--- src/rtl/dsa_pkg.sv ---
package dsa_pkg;

   typedef enum logic [2:0] {
      AM_DIRECT  = 3'd0,
      AM_IND     = 3'd1,
      AM_DISP    = 3'd2,
      AM_PREDEC  = 3'd3,
      AM_POSTINC = 3'd4
   } amode_e;

   typedef enum logic [1:0] {
      PS_X   = 2'd0,
      PS_Y   = 2'd1,
      PS_Z   = 2'd2,
      PS_BAD = 2'd3
   } psel_e;

   localparam int NUM_REGIONS = 3;

endpackage

--- src/rtl/dsa_ptr_unit.sv ---
module dsa_ptr_unit
   import dsa_pkg::*;
#(
   parameter int AW       = 16,
   parameter int DISP_W   = 6,
   parameter int RIDX_W   = 5,
   parameter int PTR_BASE = 26
) (
   input  logic [2:0]        mode_i,
   input  logic [1:0]        psel_i,
   input  logic [DISP_W-1:0] disp_i,
   input  logic [AW-1:0]     dir_addr_i,
   input  logic [AW-1:0]     ptr_val_i,
   output logic [AW-1:0]     ea_o,
   output logic              illegal_o,
   output logic              wb_en_o,
   output logic [RIDX_W-1:0] wb_reg_o,
   output logic [AW-1:0]     wb_val_o
);

   logic [AW-1:0] ptr_dec;
   logic [AW-1:0] ptr_inc;
   logic [AW-1:0] ptr_off;
   logic          bad_ptr;
   logic          want_wb;

   assign ptr_dec = ptr_val_i - AW'(1);
   assign ptr_inc = ptr_val_i + AW'(1);
   assign ptr_off = ptr_val_i + AW'(disp_i);
   assign bad_ptr = (psel_i == PS_BAD);

   // pair index: low byte of X, Y, Z at base, base+2, base+4
   assign wb_reg_o = RIDX_W'(PTR_BASE) + RIDX_W'({psel_i, 1'b0});

   always_comb begin
      ea_o      = dir_addr_i;
      illegal_o = 1'b0;
      want_wb   = 1'b0;
      wb_val_o  = ptr_val_i;
      case (mode_i)
         AM_DIRECT: begin
            ea_o = dir_addr_i;
         end
         AM_IND: begin
            ea_o      = ptr_val_i;
            illegal_o = bad_ptr;
         end
         AM_DISP: begin
            ea_o      = ptr_off;
            illegal_o = bad_ptr || (psel_i == PS_X);
         end
         AM_PREDEC: begin
            ea_o      = ptr_dec;
            wb_val_o  = ptr_dec;
            want_wb   = 1'b1;
            illegal_o = bad_ptr;
         end
         AM_POSTINC: begin
            ea_o      = ptr_val_i;
            wb_val_o  = ptr_inc;
            want_wb   = 1'b1;
            illegal_o = bad_ptr;
         end
         default: begin
            illegal_o = 1'b1;
         end
      endcase
   end

   assign wb_en_o = want_wb && !illegal_o;

endmodule

--- src/rtl/dsa_region_dec.sv ---
module dsa_region_dec
   import dsa_pkg::*;
#(
   parameter int AW    = 16,
   parameter int N_GPR = 32,
   parameter int N_IO  = 64,
   parameter int N_RAM = 128,
   parameter int OFF_W = 7
) (
   input  logic [AW-1:0]          ea_i,
   output logic [NUM_REGIONS-1:0] hit_o,
   output logic [OFF_W-1:0]       offset_o,
   output logic                   in_map_o
);

   function automatic int rsize(input int r);
      case (r)
         0:       return N_GPR;
         1:       return N_IO;
         default: return N_RAM;
      endcase
   endfunction

   function automatic int rbase(input int r);
      int b;
      b = 0;
      for (int i = 0; i < r; i++) b = b + rsize(i);
      return b;
   endfunction

   logic [OFF_W-1:0] offs [NUM_REGIONS];

   for (genvar r = 0; r < NUM_REGIONS; r++) begin : g_region
      localparam int LO = rbase(r);
      localparam int HI = LO + rsize(r);
      assign hit_o[r] = (ea_i >= AW'(LO)) && (ea_i < AW'(HI));
      assign offs[r]  = OFF_W'(ea_i - AW'(LO));
   end

   always_comb begin
      offset_o = '0;
      for (int r = 0; r < NUM_REGIONS; r++) begin
         if (hit_o[r]) offset_o = offset_o | offs[r];
      end
   end

   assign in_map_o = |hit_o;

endmodule

--- src/rtl/dspace_agen.sv ---
module dspace_agen
   import dsa_pkg::*;
#(
   parameter int AW       = 16,
   parameter int DISP_W   = 6,
   parameter int RIDX_W   = 5,
   parameter int PTR_BASE = 26,
   parameter int N_GPR    = 32,
   parameter int N_IO     = 64,
   parameter int N_RAM    = 128,
   localparam int MAX_N   = (N_RAM > N_IO) ? ((N_RAM > N_GPR) ? N_RAM : N_GPR)
                                           : ((N_IO > N_GPR) ? N_IO : N_GPR),
   localparam int OFF_W   = $clog2(MAX_N)
) (
   input  logic                   clk,
   input  logic                   rst_n,
   input  logic                   req_i,
   input  logic [2:0]             mode_i,
   input  logic [1:0]             psel_i,
   input  logic [DISP_W-1:0]      disp_i,
   input  logic [AW-1:0]          dir_addr_i,
   input  logic [AW-1:0]          ptr_val_i,
   output logic                   acc_vld_o,
   output logic [AW-1:0]          ea_o,
   output logic [NUM_REGIONS-1:0] sel_o,
   output logic [OFF_W-1:0]       offset_o,
   output logic                   oor_o,
   output logic                   err_o,
   output logic                   wb_en_o,
   output logic [RIDX_W-1:0]      wb_reg_o,
   output logic [AW-1:0]          wb_val_o
);

   // elaboration-time parameter checks
   if (AW < 8) begin : g_bad_aw
      $error("dspace_agen: AW must be at least 8");
   end
   if (N_GPR + N_IO + N_RAM > 2 ** AW) begin : g_bad_map
      $error("dspace_agen: regions exceed the address width");
   end
   if (PTR_BASE + 5 >= 2 ** RIDX_W) begin : g_bad_ridx
      $error("dspace_agen: pointer registers exceed the register index width");
   end

   logic [AW-1:0]          ea_c;
   logic                   illegal_c;
   logic                   wb_en_c;
   logic [RIDX_W-1:0]      wb_reg_c;
   logic [AW-1:0]          wb_val_c;
   logic [NUM_REGIONS-1:0] hit_c;
   logic [OFF_W-1:0]       off_c;
   logic                   in_map_c;

   dsa_ptr_unit #(
      .AW(AW), .DISP_W(DISP_W), .RIDX_W(RIDX_W), .PTR_BASE(PTR_BASE)
   ) u_ptr (
      .mode_i     (mode_i),
      .psel_i     (psel_i),
      .disp_i     (disp_i),
      .dir_addr_i (dir_addr_i),
      .ptr_val_i  (ptr_val_i),
      .ea_o       (ea_c),
      .illegal_o  (illegal_c),
      .wb_en_o    (wb_en_c),
      .wb_reg_o   (wb_reg_c),
      .wb_val_o   (wb_val_c)
   );

   dsa_region_dec #(
      .AW(AW), .N_GPR(N_GPR), .N_IO(N_IO), .N_RAM(N_RAM), .OFF_W(OFF_W)
   ) u_dec (
      .ea_i     (ea_c),
      .hit_o    (hit_c),
      .offset_o (off_c),
      .in_map_o (in_map_c)
   );

   always_ff @(posedge clk or negedge rst_n) begin
      if (!rst_n) begin
         acc_vld_o <= 1'b0;
         ea_o      <= '0;
         sel_o     <= '0;
         offset_o  <= '0;
         oor_o     <= 1'b0;
         err_o     <= 1'b0;
         wb_en_o   <= 1'b0;
         wb_reg_o  <= '0;
         wb_val_o  <= '0;
      end else if (req_i && !illegal_c) begin
         acc_vld_o <= in_map_c;
         ea_o      <= ea_c;
         sel_o     <= hit_c;
         offset_o  <= in_map_c ? off_c : '0;
         oor_o     <= !in_map_c;
         err_o     <= 1'b0;
         wb_en_o   <= wb_en_c;
         wb_reg_o  <= wb_en_c ? wb_reg_c : '0;
         wb_val_o  <= wb_en_c ? wb_val_c : '0;
      end else begin
         acc_vld_o <= 1'b0;
         ea_o      <= '0;
         sel_o     <= '0;
         offset_o  <= '0;
         oor_o     <= 1'b0;
         err_o     <= req_i;
         wb_en_o   <= 1'b0;
         wb_reg_o  <= '0;
         wb_val_o  <= '0;
      end
   end


   idle_quiet_chk: assert property (@(posedge clk) disable iff (!rst_n)
      !req_i |=> (!acc_vld_o && !err_o && !oor_o && !wb_en_o && sel_o == '0));


   sel_onehot_chk: assert property (@(posedge clk) disable iff (!rst_n)
      $onehot0(sel_o) && (acc_vld_o == (sel_o != '0)));


   io_offset_chk: assert property (@(posedge clk) disable iff (!rst_n)
      sel_o[1] |-> (AW'(offset_o) == ea_o - AW'(N_GPR)));


   oor_nosel_chk: assert property (@(posedge clk) disable iff (!rst_n)
      oor_o |-> (sel_o == '0 && !acc_vld_o && !err_o));


   err_quiet_chk: assert property (@(posedge clk) disable iff (!rst_n)
      err_o |-> (!acc_vld_o && !wb_en_o && !oor_o && sel_o == '0));


   wb_mode_chk: assert property (@(posedge clk) disable iff (!rst_n)
      wb_en_o |-> $past(req_i && (mode_i == AM_PREDEC || mode_i == AM_POSTINC)));


   wb_step_chk: assert property (@(posedge clk) disable iff (!rst_n)
      wb_en_o |-> (wb_val_o == ea_o || wb_val_o == ea_o + AW'(1)));

endmodule

--- config.mk ---
export PLATFORM = sky130hd
export DESIGN_NAME = dspace_agen
export DESIGN_NICKNAME = d
export VERILOG_FILES = /design/src/rtl/dsa_pkg.sv /design/src/rtl/dsa_ptr_unit.sv /design/src/rtl/dsa_region_dec.sv /design/src/rtl/dspace_agen.sv
export SDC_FILE = /design/constraint.sdc
export NUM_CORES = 1
export LEC_CHECK = 0
export CAP_MARGIN = 0
export CORE_MARGIN = 5
export CORE_UTILIZATION = 50
export CTS_CLUSTER_SIZE = 30
export DETAILED_ROUTE_END_ITERATION = 8
export HOLD_SLACK_MARGIN = 0.08
export PLACE_DENSITY = 0.82
export REMOVE_ABC_BUFFERS = 1
export SLEW_MARGIN = 20
export SYNTH_ARGS = -nofsm -noshare
export SYNTH_HDL_FRONTEND = slang
export SYNTH_SLANG_ARGS = --single-unit
--- constraint.sdc ---
create_clock -name clk -period 1 [get_ports clk]
set_clock_uncertainty 0.2 [all_clocks]
set_input_delay 0.2 -clock clk [delete_from_list [all_inputs] [get_ports clk]]
set_output_delay 0.2 -clock clk [all_outputs]
set_load 0.1 [all_outputs]
==> results of run 1 <==
## per-stage QoR
stage	cells	TNS [ps]	hold slack [ps]	worst slack [ps]
after floorplan	406	-76570	-296	-2600
after global placement	741	-95180	-128	-3050
after detailed placement	741	-100620	-105	-3220
## logic make-up after synthesis
family	Yosys count	synth area share (%)
multiplexers	15	4.30
XOR/XNOR	14	3.35
flip-flops	49	33.5
AND/OR/NAND/NOR	190	26.7
AO/OA/AOI/OAI	112	22.2
other	1	0.102
buffers and inverters	51	5.60
adder cells (fa/ha/maj)	12	4.30
## Yosys cell counts (all sizes together), types with 2 or more instances
| library cell | instances |
|---|---|
| and3 | 7 |
| or3b | 3 |
| nand2b | 4 |
| or4b | 2 |
| a22oi | 12 |
| inv | 13 |
| or4 | 3 |
| nor4b | 2 |
| xnor2 | 8 |
| a211oi | 7 |
| nor2b | 12 |
| nand2 | 35 |
| o211ai | 6 |
| a211o | 2 |
| mux2i | 12 |
| nand4 | 4 |
| nand3 | 11 |
| a221oi | 9 |
| nor3b | 3 |
| a21o | 2 |
| o21a | 2 |
| o32ai | 3 |
| a32oi | 2 |
| o221ai | 2 |
| a311oi | 5 |
| buf | 9 |
| and2 | 3 |
| o21ai | 20 |
| or2 | 5 |
| o22ai | 6 |
| a31oi | 4 |
| a22o | 3 |
| nor3 | 24 |
| mux2 | 3 |
| o221a | 2 |
| nor2 | 57 |
| or3 | 4 |
| dfrtp | 49 |
| o211a | 3 |
| clkbuf | 29 |
| nor4 | 8 |
| xor2 | 6 |
| nand3b | 3 |
| ha | 11 |
| a21oi | 12 |
==> run_results.csv, run 1 <==
group,metric,value,unit
floorplan,die_h,95.6,um
synthesis,synth_area_leaders,"dfrtp_1 33%, nor2_1 5.3%, ha_1 3.8%",
clock_tree,clock-root-buffer,"clkbuf_8",
run_status,tool.error,"[ERROR DPL-0038] Utilization greater than 100%, impossible to legalize",
synthesis,synth_area,3660,um2
place,gp_congestion,1.06,
floorplan,fp-row-count,31,
run_status,lastStage,"clock tree synthesis",
synthesis,seq_area_frac_synth,33.5,%
clock_tree,cts_hold_buf,2,
synthesis,synth_flop_cell,"dfrtp_1",
place,dpl_cell_area,6160,um2
synthesis,async_reset_ff_share,100,%
synthesis,synth_cell_types,72,
clock_tree,numCtsBuffers,5,
synthesis,synth_top_area_share,33.5,%
floorplan,start_util,51.0,%
clock_tree,cts.repair.resized,332,
floorplan,ioPinCount,97,
synthesis,ys_ff_latch,49,
run_status,status,"aborted with a tool error",
floorplan,fp.dieW,95.6,um
synthesis,synth_warnings,0,
synthesis,syn_area_per_cell,8.25,um2
clock_tree,post-cts-setup-buffers,60,
clock_tree,htreeDepth,2,
clock_tree,clockBufferDepth,2,
synthesis,synth.largest_area_cell,"dfrtp_1",
place,portBuffers,95,
synthesis,synth_edf_count,0,
clock_tree,clock-sinks,49,
place,dpl.hpwl,12.6,mm
synthesis,syn_inst,444,
==> run 2: changes to the inputs <==
--- a/config.mk
+++ b/config.mk
@@ -7,11 +7,9 @@
 export LEC_CHECK = 0
 export CAP_MARGIN = 0
 export CORE_MARGIN = 5
-export CORE_UTILIZATION = 50
-export CTS_CLUSTER_SIZE = 30
+export CORE_UTILIZATION = 35
 export DETAILED_ROUTE_END_ITERATION = 8
-export HOLD_SLACK_MARGIN = 0.08
-export PLACE_DENSITY = 0.82
+export PLACE_DENSITY_LB_ADDON = 0.15
 export REMOVE_ABC_BUFFERS = 1
 export SLEW_MARGIN = 20
 export SYNTH_ARGS = -nofsm -noshare
==> run 2 against run 1 <==
The flow now finishes, with violations (negative setup slack). Synthesized area did not move. Synthesized cell count did not move.
==> run_results.csv, run 2 <==
group,metric,value,unit
run_status,status,"finished with violations",
run_status,violations,"negative setup slack",
clock_tree,clock-sinks,49,
timing,min_period,3330,ps
routing,m1WireLength,7.42,mm
synthesis,synth_xor_xnor_area_share,3.35,%
clock_tree,numCtsBuffers,5,
synthesis,async_reset_ff_share,100,%
timing,finalCritPeriodShare,333,%
synthesis,synth_cell_types,72,
place,gp_congestion,0.935,
finish,mostFrequentLayoutCell,"buf_4",
routing,vias_per_cell,5.67,
finish,fin_util,79.6,%
floorplan,die_h,112,um
critical_path,required,1040,ps
routing,drc,0,
floorplan,fp.dieW,112,um
min_path,min_path_cells,3,
min_path,hold_path.class,"input port to flip-flop",
critical_path,endpoint_kind,"flip-flop",
finish,drive_gt1_share,60.1,%
power_and_ir_drop,power.leakage,3.53,nW
synthesis,syn_area_per_cell,8.25,um2
routing,routed_wl,18.8,mm
synthesis,synth_compound_area_share,22.2,%
timing,final_max_slew_viol_count,0,
floorplan,core_area,10300,um2
routing,wl_per_cell,21.8,um
grt,grt_pass1_vias,4914,
synthesis,yosysMostFrequentCell,"nor2_1",
synthesis,synth_simple_gate_area_share,26.7,%
clock_tree,clkTransAtPathRegs,110,ps
synthesis,synth_flop_cell,"dfrtp_1",
synthesis,synthAdderAreaFrac,4.30,%
finish,top_regs,"ea_o x16, wb_val_o x16, offset_o x7",
timing,final.setup.worst_slack,-2330,ps
clock_tree,cts_tree,"yes",
power_and_ir_drop,p_per_area,945,nW/um2
clock_tree,clock-root-buffer,"clkbuf_8",
timing,worstMarginPinSlew,555,ps
critical_path,cp-start-kind,"input port",
synthesis,synth_top_family_by_area,"simple AND/OR/NAND/NOR gates",
routing,ant_nets,0,
grt,gr-usage-all-layers,25.8,%
routing,top_layer,"met4",
grt,antenna_found_initial,0,
synthesis,ys_ff_latch,49,
floorplan,die_area,12600,um2
synthesis,seq_area_frac_synth,33.5,%
synthesis,syn_inst,444,
floorplan,ioPinCount,97,
critical_path,cp_max_fo,5,
synthesis,yosys-mux-area-fraction,4.30,%
grt,grt_pass1_wl,26.2,mm
synthesis,synth_warnings,0,
timing,slew_headroom,62.4,%
timing,hold_viol,0,
routing,dr.pass1.iters,5,
critical_path,worstSetupPathType,"input port to flip-flop",
clock_tree,clockBufferDepth,2,
synthesis,synth_area_leaders,"dfrtp_1 33%, nor2_1 5.3%, ha_1 3.8%",
routing,vias,4882,
synthesis,synth_area,3660,um2
grt,overflow,0,
routing,met3_length,1.16,mm
synthesis,synth_top_area_share,33.5,%
floorplan,start_util,35.6,%
timing,finalSetupViolCount,99,
routing,routed-wl-met2,9.32,mm
run,maxCapViolations,0,
timing,fin_setup_tns,-77580,ps
place,portBuffers,95,
synthesis,synth.largest_area_cell,"dfrtp_1",
timing,fmax,300,MHz
synthesis,synth_top_cells_by_count,"52 x nor2_1, 49 x dfrtp_1, 35 x nand2_1",
clock_tree,htreeDepth,2,
grt,grt_max_degree,50,
timing,rsz0062_at_grt,"yes",
finish,n_antenna_cell,0,
floorplan,fp-row-count,37,
power_and_ir_drop,ir_drop,0.841,mV
synthesis,synth_edf_count,0,
finish,nets,782,
routing,drtIter0Drc,350,
finish,area_growth,123,%
critical_path,cp.arrival,3370,ps
finish,mostFrequentLayoutCells,"131 x buf_4, 71 x buf_6, 58 x buf_12",
place,dpl.hpwl,11.9,mm
==> run 2: per-stage QoR <==
stage / total power [mW] / instance area [um2] / worst slack, ps / instances / hold slack [ps]
after floorplan: 3.33 / 3510 / -2600 / 406 / -296
after global placement: 4.83 / 6290 / -3320 / 788 / -1.60
after detailed placement: 4.87 / 6290 / -3370 / 788 / 2.65
after CTS: 7.19 / 7530 / -2310 / 835 / -6.48
after global routing: 7.98 / 8180 / -2380 / 861 / 82.3
final: 7.73 / 8180 / -2330 / 861 / 80.6
==> run 2: path summary, 6_finish.rpt <==
| path | from | endpoint | slack [ps] |
|---|---|---|---|
| setup / recovery | ptr_val_i[0] | offset_o[6]$_DFF_PN0_ | -2330 |
| hold / removal | ptr_val_i[4] | wb_val_o[4]$_DFF_PN0_ | 80 |
| max in group asynchronous | rst_n | wb_reg_o[3]$_DFF_PN0_ | 170 |
| min in group asynchronous | rst_n | acc_vld_o$_DFF_PN0_ | 190 |
==> run 2: what timing repair did <==
action	4_1_cts	5_1_grt
hold buffers	1	1
setup endpoints to repair	99	99
buffers inserted	43	42
endpoints found under the hold margin	50	1
gates cloned	2	0
resized for setup	250	122
pin swaps	62	62
==> run 2: final cells by class <==
cell class,count,area [um2]
repair buffers,311,3470
multi-input cells,344,3110
fillers,637,2100
flip-flops and latches,49,1230
well taps,136,170
clock buffers,5,68.8
clock inverters,3,68.8
inverters,13,61.3
==> run 2: metal layers <==
metal / up-vias / global-route usage [%]
met3: 70 / 2.16
li1: 2189 / -
met4: 0 / 9.46
met1: 2349 / 34.0
met2: 274 / 44.1
met5: - / 0
==> run 2: report_power, final <==
part	internal (mW)	switching, mW	leakage, nW
logic	1.81	2.04	2.79
registers	2.05	0.0594	0.671
clock network	1.01	0.758	0.0687
==> run 2: logic make-up after synthesis <==
kind of cell	count (synthesis)
AOI/OAI and AO/OA	112
xor gates and xnor gates	14
adders and majority gates	12
buffers and inverters	51
DFF	49
muxes	15
other	1
and+or+nand+nor	190
==> run 2: worst max-delay path, stage by stage <==
cell	delay (ps)
buf_8	100
buf_6	110
ha_4	160
fa_2	340
a21o_1	230
a221oi_4	410
buf_4	200
buf_6	90
xor2_1	140
o211a_1	250
buf_6	120
buf_6	100
ha_4	150
a21oi_4	60
or4_1	540
a21oi_1	160
No activity file was read; power rests on OpenSTA's default activity.
==> run 3: changes to the inputs <==
--- a/config.mk
+++ b/config.mk
@@ -6,7 +6,6 @@
 export NUM_CORES = 1
 export LEC_CHECK = 0
 export CAP_MARGIN = 0
-export CORE_MARGIN = 5
 export CORE_UTILIZATION = 35
 export DETAILED_ROUTE_END_ITERATION = 8
 export PLACE_DENSITY_LB_ADDON = 0.15
==> run 3 against run 2 <==
Worst setup slack improved by 57 ps. Total power fell by 9.0%. Clock-buffer cell count did not move. Critical path type unchanged. Die area fell by 14%. Largest power group unchanged. Worst hold slack got worse by 1.5 ps. The flow still finishes with violations (negative setup slack). Critical path depth fell by 4. Utilization rose by 0.78 points. Wire length fell by 4.7%. Final area fell by 2.2%. First-iteration DRC count rose by 29%. Critical endpoint is now offset_o[4]$_DFF_PN0_. Non-clock buffer count rose by 5. Final cell count rose by 0.23%.
==> run_results.csv, run 3 (synthesis results as in run 2) <==
group,metric,value,unit
run_status,status,"finished with violations",
run_status,violations,"negative setup slack",
power_and_ir_drop,finalPower,7.03,mW
grt,gr-usage-all-layers,31.2,%
floorplan,fp.dieW,104,um
timing,final_max_slew_viol_count,0,
place,dpl.hpwl,11.7,mm
floorplan,die_area,10900,um2
floorplan,die_h,104,um
clock_tree,clock-sinks,49,
routing,wl_per_cell,20.7,um
finish,area_growth,118,%
grt,grt_pass1_vias,4903,
run,maxCapViolations,0,
clock_tree,numCtsBuffers,5,
timing,final.setup.worst_slack,-2270,ps
finish,drive_gt1_share,60.4,%
critical_path,cp-start-kind,"input port",
critical_path,cp_max_fo,7,
finish,n_antenna_cell,0,
clock_tree,clock-root-buffer,"clkbuf_8",
min_path,hold_path.class,"input port to async pin",
clock_tree,clkTransAtPathRegs,100,ps
timing,finalSetupViolCount,99,
timing,finalCritPeriodShare,327,%
finish,fin_util,80.4,%
place,dpl_cell_area,6370,um2
power_and_ir_drop,power.leakage,3.48,nW
grt,overflow,0,
routing,vias_per_cell,5.66,
clock_tree,cts_tree,"yes",
routing,ant_nets,0,
timing,fmax,305,MHz
timing,min_period,3270,ps
clock_tree,clockBufferDepth,2,
floorplan,fp-row-count,36,
floorplan,ioPinCount,97,
critical_path,required,1060,ps
floorplan,core_area,9950,um2
critical_path,worstSetupPathType,"input port to flip-flop",
place,portBuffers,95,
floorplan,start_util,36.8,%
power_and_ir_drop,p_per_area,879,nW/um2
grt,grt_pass1_wl,26.4,mm
routing,drtIter0Drc,451,
critical_path,endpoint_kind,"flip-flop",
place,gp_congestion,0.936,
grt,grt_max_degree,23,
clock_tree,htreeDepth,2,
routing,dr.pass1.iters,5,
finish,mostFrequentLayoutCells,"158 x buf_4, 56 x buf_12, 49 x buf_6",
critical_path,crit_start,"ptr_val_i[0]",
grt,antenna_found_initial,0,
timing,hold_viol,0,
timing,rsz0062_at_grt,"yes",
finish,design_area,8000,um2
finish,nets,787,
power_and_ir_drop,ir_drop,0.589,mV
routing,vias,4887,
finish,top_regs,"ea_o x16, wb_val_o x16, offset_o x7",
routing,routed_wl,17.9,mm
finish,mostFrequentLayoutCell,"buf_4",
critical_path,cp.arrival,3340,ps
routing,drc,0,
==> run 3: changes by cell type in the layout (fill, tap and decap cells not counted), sizes merged <==
cell           previous run  this run
bufbuf                    1         0
clkinvlp                  0         1
clkbuf                    9        12
dlymetal6s2s              0         1
dlygate4sd2               2         3
bufinv                    2         0
buf                     278       282
clkdlybuf4s15             4         1
clkinv                    0         1
==> run 3: path summary, 6_finish.rpt <==
check                                         to  depth (start not counted)
max in group asynchronous  wb_reg_o[1]$_DFF_PN0_                          3
min in group clk           wb_val_o[8]$_DFF_PN0_                          3
worst max-delay path       offset_o[4]$_DFF_PN0_                         12
worst min-delay path           ea_o[7]$_DFF_PN0_                          2
==> run 3: layer usage <==
| metal | vias to the layer above | GRT usage, % | routed length, um |
|---|---|---|---|
| met5 | - | 0 | 0 |
| met4 | 0 | 11.0 | 609 |
| met3 | 54 | 4.70 | 1290 |
| met2 | 286 | 52.8 | 8870 |
| met1 | 2344 | 40.1 | 7110 |
| li1 | 2203 | - | - |
==> run 3: repair_timing <==
action,4_1_cts,5_1_grt
cloned,2,2
hold endpoints to repair,49,1
pin swaps,35,64
endpoints found under the setup margin,99,99
setup buffers,40,32
hold buffers,1,1
resized for setup,205,130
==> run 3: report_power, final <==
part	switching, mW	leakage, nW	internal [mW]
sequential	0.0586	0.671	2.05
clock	0.785	0.0445	0.499
combinational	1.95	2.77	1.69
==> run 3: layout make-up <==
type | count | area [um2]
timing repair buffer | 316 | 3400
multi-input combinational | 344 | 3050
fill | 620 | 1950
sequential | 49 | 1230
tap | 133 | 166
clock buffer | 5 | 68.8
inverter | 13 | 61.3
clock inverter | 3 | 21.3
==> run 3: critical path, cell delays in order <==
cell	delay [ps]
buf_8	100
buf_6	110
inv_4	50
ha_4	120
or3b_4	380
or4b_4	510
mux2_4	320
a221oi_2	240
o21ai_1	130
or4_1	490
or4_4	550
nor2_2	140
==> run 3: metrics by stage <==
stage	std cells	hold slack (ps)	setup TNS [ps]	setup WS (ps)
after floorplan	406	-296	-76570	-2600
after global placement	796	-119	-100320	-3290
after detailed placement	796	-115	-102280	-3410
after CTS	845	11.8	-76800	-2250
after global routing	863	104	-79020	-2350
final	863	79.1	-75330	-2270
==> run 4: changes to the inputs <==
--- a/config.mk
+++ b/config.mk
@@ -10,7 +10,7 @@
 export DETAILED_ROUTE_END_ITERATION = 8
 export PLACE_DENSITY_LB_ADDON = 0.15
 export REMOVE_ABC_BUFFERS = 1
-export SLEW_MARGIN = 20
+export SLEW_MARGIN = 40
 export SYNTH_ARGS = -nofsm -noshare
 export SYNTH_HDL_FRONTEND = slang
 export SYNTH_SLANG_ARGS = --single-unit
==> constraint.sdc (replaced) <==
create_clock -name clk -period 1 [get_ports clk]
set_clock_uncertainty 0.2 [all_clocks]
set_input_delay 0.15 -clock clk [delete_from_list [all_inputs] [get_ports clk]]
set_output_delay 0.15 -clock clk [all_outputs]
set_load 0.1 [all_outputs]
==> run 4 against run 3 <==
Critical endpoint is now offset_o[1]$_DFF_PN0_. Total power is 3.5% higher. Final cell count is 2.5% higher. The flow still finishes with violations (negative setup slack). Non-clock buffer count is 22 higher. Largest power group unchanged.
==> run_results.csv, run 4 (synthesis results as in run 2) <==
group,metric,value,unit
critical_path,cp-start-kind,"input port",
power_and_ir_drop,switching_share,39.6,%
clock_tree,numCtsBuffers,5,
finish,fin_util,83.3,%
critical_path,crit_path_top_delay_cell,"or4b_4",
floorplan,fp.dieW,104,um
power_and_ir_drop,intPower,4.39,mW
grt,overflow,0,
clock_tree,cts_tree,"yes",
timing,finalCritPeriodShare,332,%
floorplan,ioPinCount,97,
finish,design_area,8290,um2
routing,routed_wl,19.4,mm
clock_tree,clkTransAtPathRegs,100,ps
floorplan,die_area,10900,um2
finish,area_growth,126,%
routing,met3_length,1.42,mm
routing,vias,5179,
timing,rsz0062_at_grt,"yes",
timing,final_max_slew_viol_count,0,
routing,wl_per_cell,22.0,um
finish,n_antenna_cell,0,
min_path,hold_path.class,"input port to flip-flop",
grt,gr-usage-all-layers,33.1,%
finish,mostFrequentLayoutCell,"buf_4",
run_status,status,"finished with violations",
place,dpl_cell_area,6360,um2
critical_path,crit_path_frequent_cell,"buf_6",
finish,fin_cells,885,
timing,finalSetupViolCount,99,
critical_path,endpoint_kind,"flip-flop",
critical_path,worstSetupPathType,"input port to flip-flop",
finish,nets,809,
power_and_ir_drop,p_per_area,878,nW/um2
place,place_inst,795,
run,maxCapViolations,0,
place,portBuffers,95,
clock_tree,clockBufferDepth,2,
critical_path,required,1030,ps
routing,drtIter0Drc,421,
timing,fmax,301,MHz
grt,grt_pass1_vias,5117,
finish,drive_gt1_share,60.4,%
critical_path,crit_start,"ptr_val_i[0]",
timing,slew_headroom,63.3,%
min_path,holdPathEnd,"wb_val_o[4]$_DFF_PN0_",
floorplan,core_area,9950,um2
floorplan,fp-row-count,36,
power_and_ir_drop,power_frac_clock,17.2,%
grt,antenna_found_initial,0,
critical_path,cp.arrival,3350,ps
power_and_ir_drop,ir_drop,0.583,mV
timing,worstMarginPinSlew,549,ps
routing,drc,0,
min_path,min_from,"ptr_val_i[4]",
routing,routed-wl-met2,9.50,mm
timing,fin_setup_tns,-73500,ps
power_and_ir_drop,finalPower,7.28,mW
place,dp_slack,-3330,ps
routing,m1WireLength,7.65,mm
routing,ant_nets,0,
critical_path,cp_max_fo,7,
routing,dr.pass1.iters,5,
clock_tree,clock-sinks,49,
finish,top_regs,"ea_o x16, wb_val_o x16, offset_o x7",
timing,min_period,3320,ps
power_and_ir_drop,p_switching,2.88,mW
min_path,min_path_cells,3,
timing,whs,16.5,ps
timing,final.setup.worst_slack,-2320,ps
place,dpl.hpwl,11.6,mm
routing,top_layer,"met4",
grt,grt_max_degree,29,
power_and_ir_drop,p_seq_share,29.0,%
power_and_ir_drop,power_frac_comb,53.8,%
critical_path,cp_cell_sequence,"buf_6 -> buf_6 -> inv_4 -> ha_4 -> or3b_4 -> or4b_4 -> mux2_4 -> a221oi_2 -> o21ai_1 -> or4_1 -> or4_4 -> nor2_2",
floorplan,die_h,104,um
critical_path,cpPeakStageDelay,560,ps
run_status,violations,"negative setup slack",
floorplan,start_util,36.8,%
finish,mostFrequentLayoutCells,"166 x buf_4, 68 x buf_6, 58 x buf_12",
timing,hold_viol,0,
clock_tree,clock-root-buffer,"clkbuf_8",
routing,vias_per_cell,5.85,
clock_tree,htreeDepth,2,
place,gp_congestion,0.939,
grt,grt_pass1_wl,28.2,mm
power_and_ir_drop,power.leakage,3.63,nW
run 4: area by class of cell:
cell class | count | area, um2
clock inverters | 2 | 15.0
clock buffers | 6 | 72.6
repair buffers | 338 | 3660
multi-input cells | 344 | 3080
flip-flops and latches | 49 | 1230
inverters | 13 | 66.3
well taps | 133 | 166
fillers | 521 | 1660
run 4: worst max path at each step:
| stage | endpoint | slack, ps | cells after the start |
|---|---|---|---|
| floorplan | sel_o[2]$_DFF_PN0_ | -2550 | 10 |
| global placement | sel_o[2]$_DFF_PN0_ | -3240 | 12 |
| detailed placement | sel_o[2]$_DFF_PN0_ | -3330 | 12 |
| CTS | sel_o[2]$_DFF_PN0_ | -2310 | 13 |
| global route | offset_o[1]$_DFF_PN0_ | -2360 | 12 |
| finish | offset_o[1]$_DFF_PN0_ | -2320 | 12 |
run 4: worst max-delay path, delay by kind of cell:
kind / cells / cell delay [ps]
AND/OR/NAND/NOR: 5 / 2130
adder cells (fa/ha/maj): 1 / 130
AO/OA/AOI/OAI: 2 / 350
multiplexers: 1 / 320
buffers and inverters: 3 / 260
run 4: layer usage:
metal / up-vias / GRT usage [%]
met5: - / 0
met4: 0 / 13.5
met3: 81 / 3.45
met2: 325 / 55.9
met1: 2535 / 43.1
li1: 2238 / -
run 4: power groups by stage:
| stage | Clock (mW) | Sequential [mW] | Combinational (mW) |
|---|---|---|---|
| final | 1.25 | 2.11 | 3.92 |
| after global routing | 1.34 | 2.12 | 4.05 |
| after CTS | 1.20 | 2.11 | 3.57 |
| after detailed placement | 0 | 2.15 | 2.73 |
| after global placement | 0 | 2.14 | 2.70 |
| after floorplan | 0 | 2.61 | 0.720 |
run 4: repair_timing:
item	in CTS	in global routing
hold buffers	1	1
pin swaps	53	35
gates resized for setup	275	83
setup endpoints to repair	99	99
endpoints found under the hold margin	50	1
gates cloned	3	0
buffers inserted	73	27
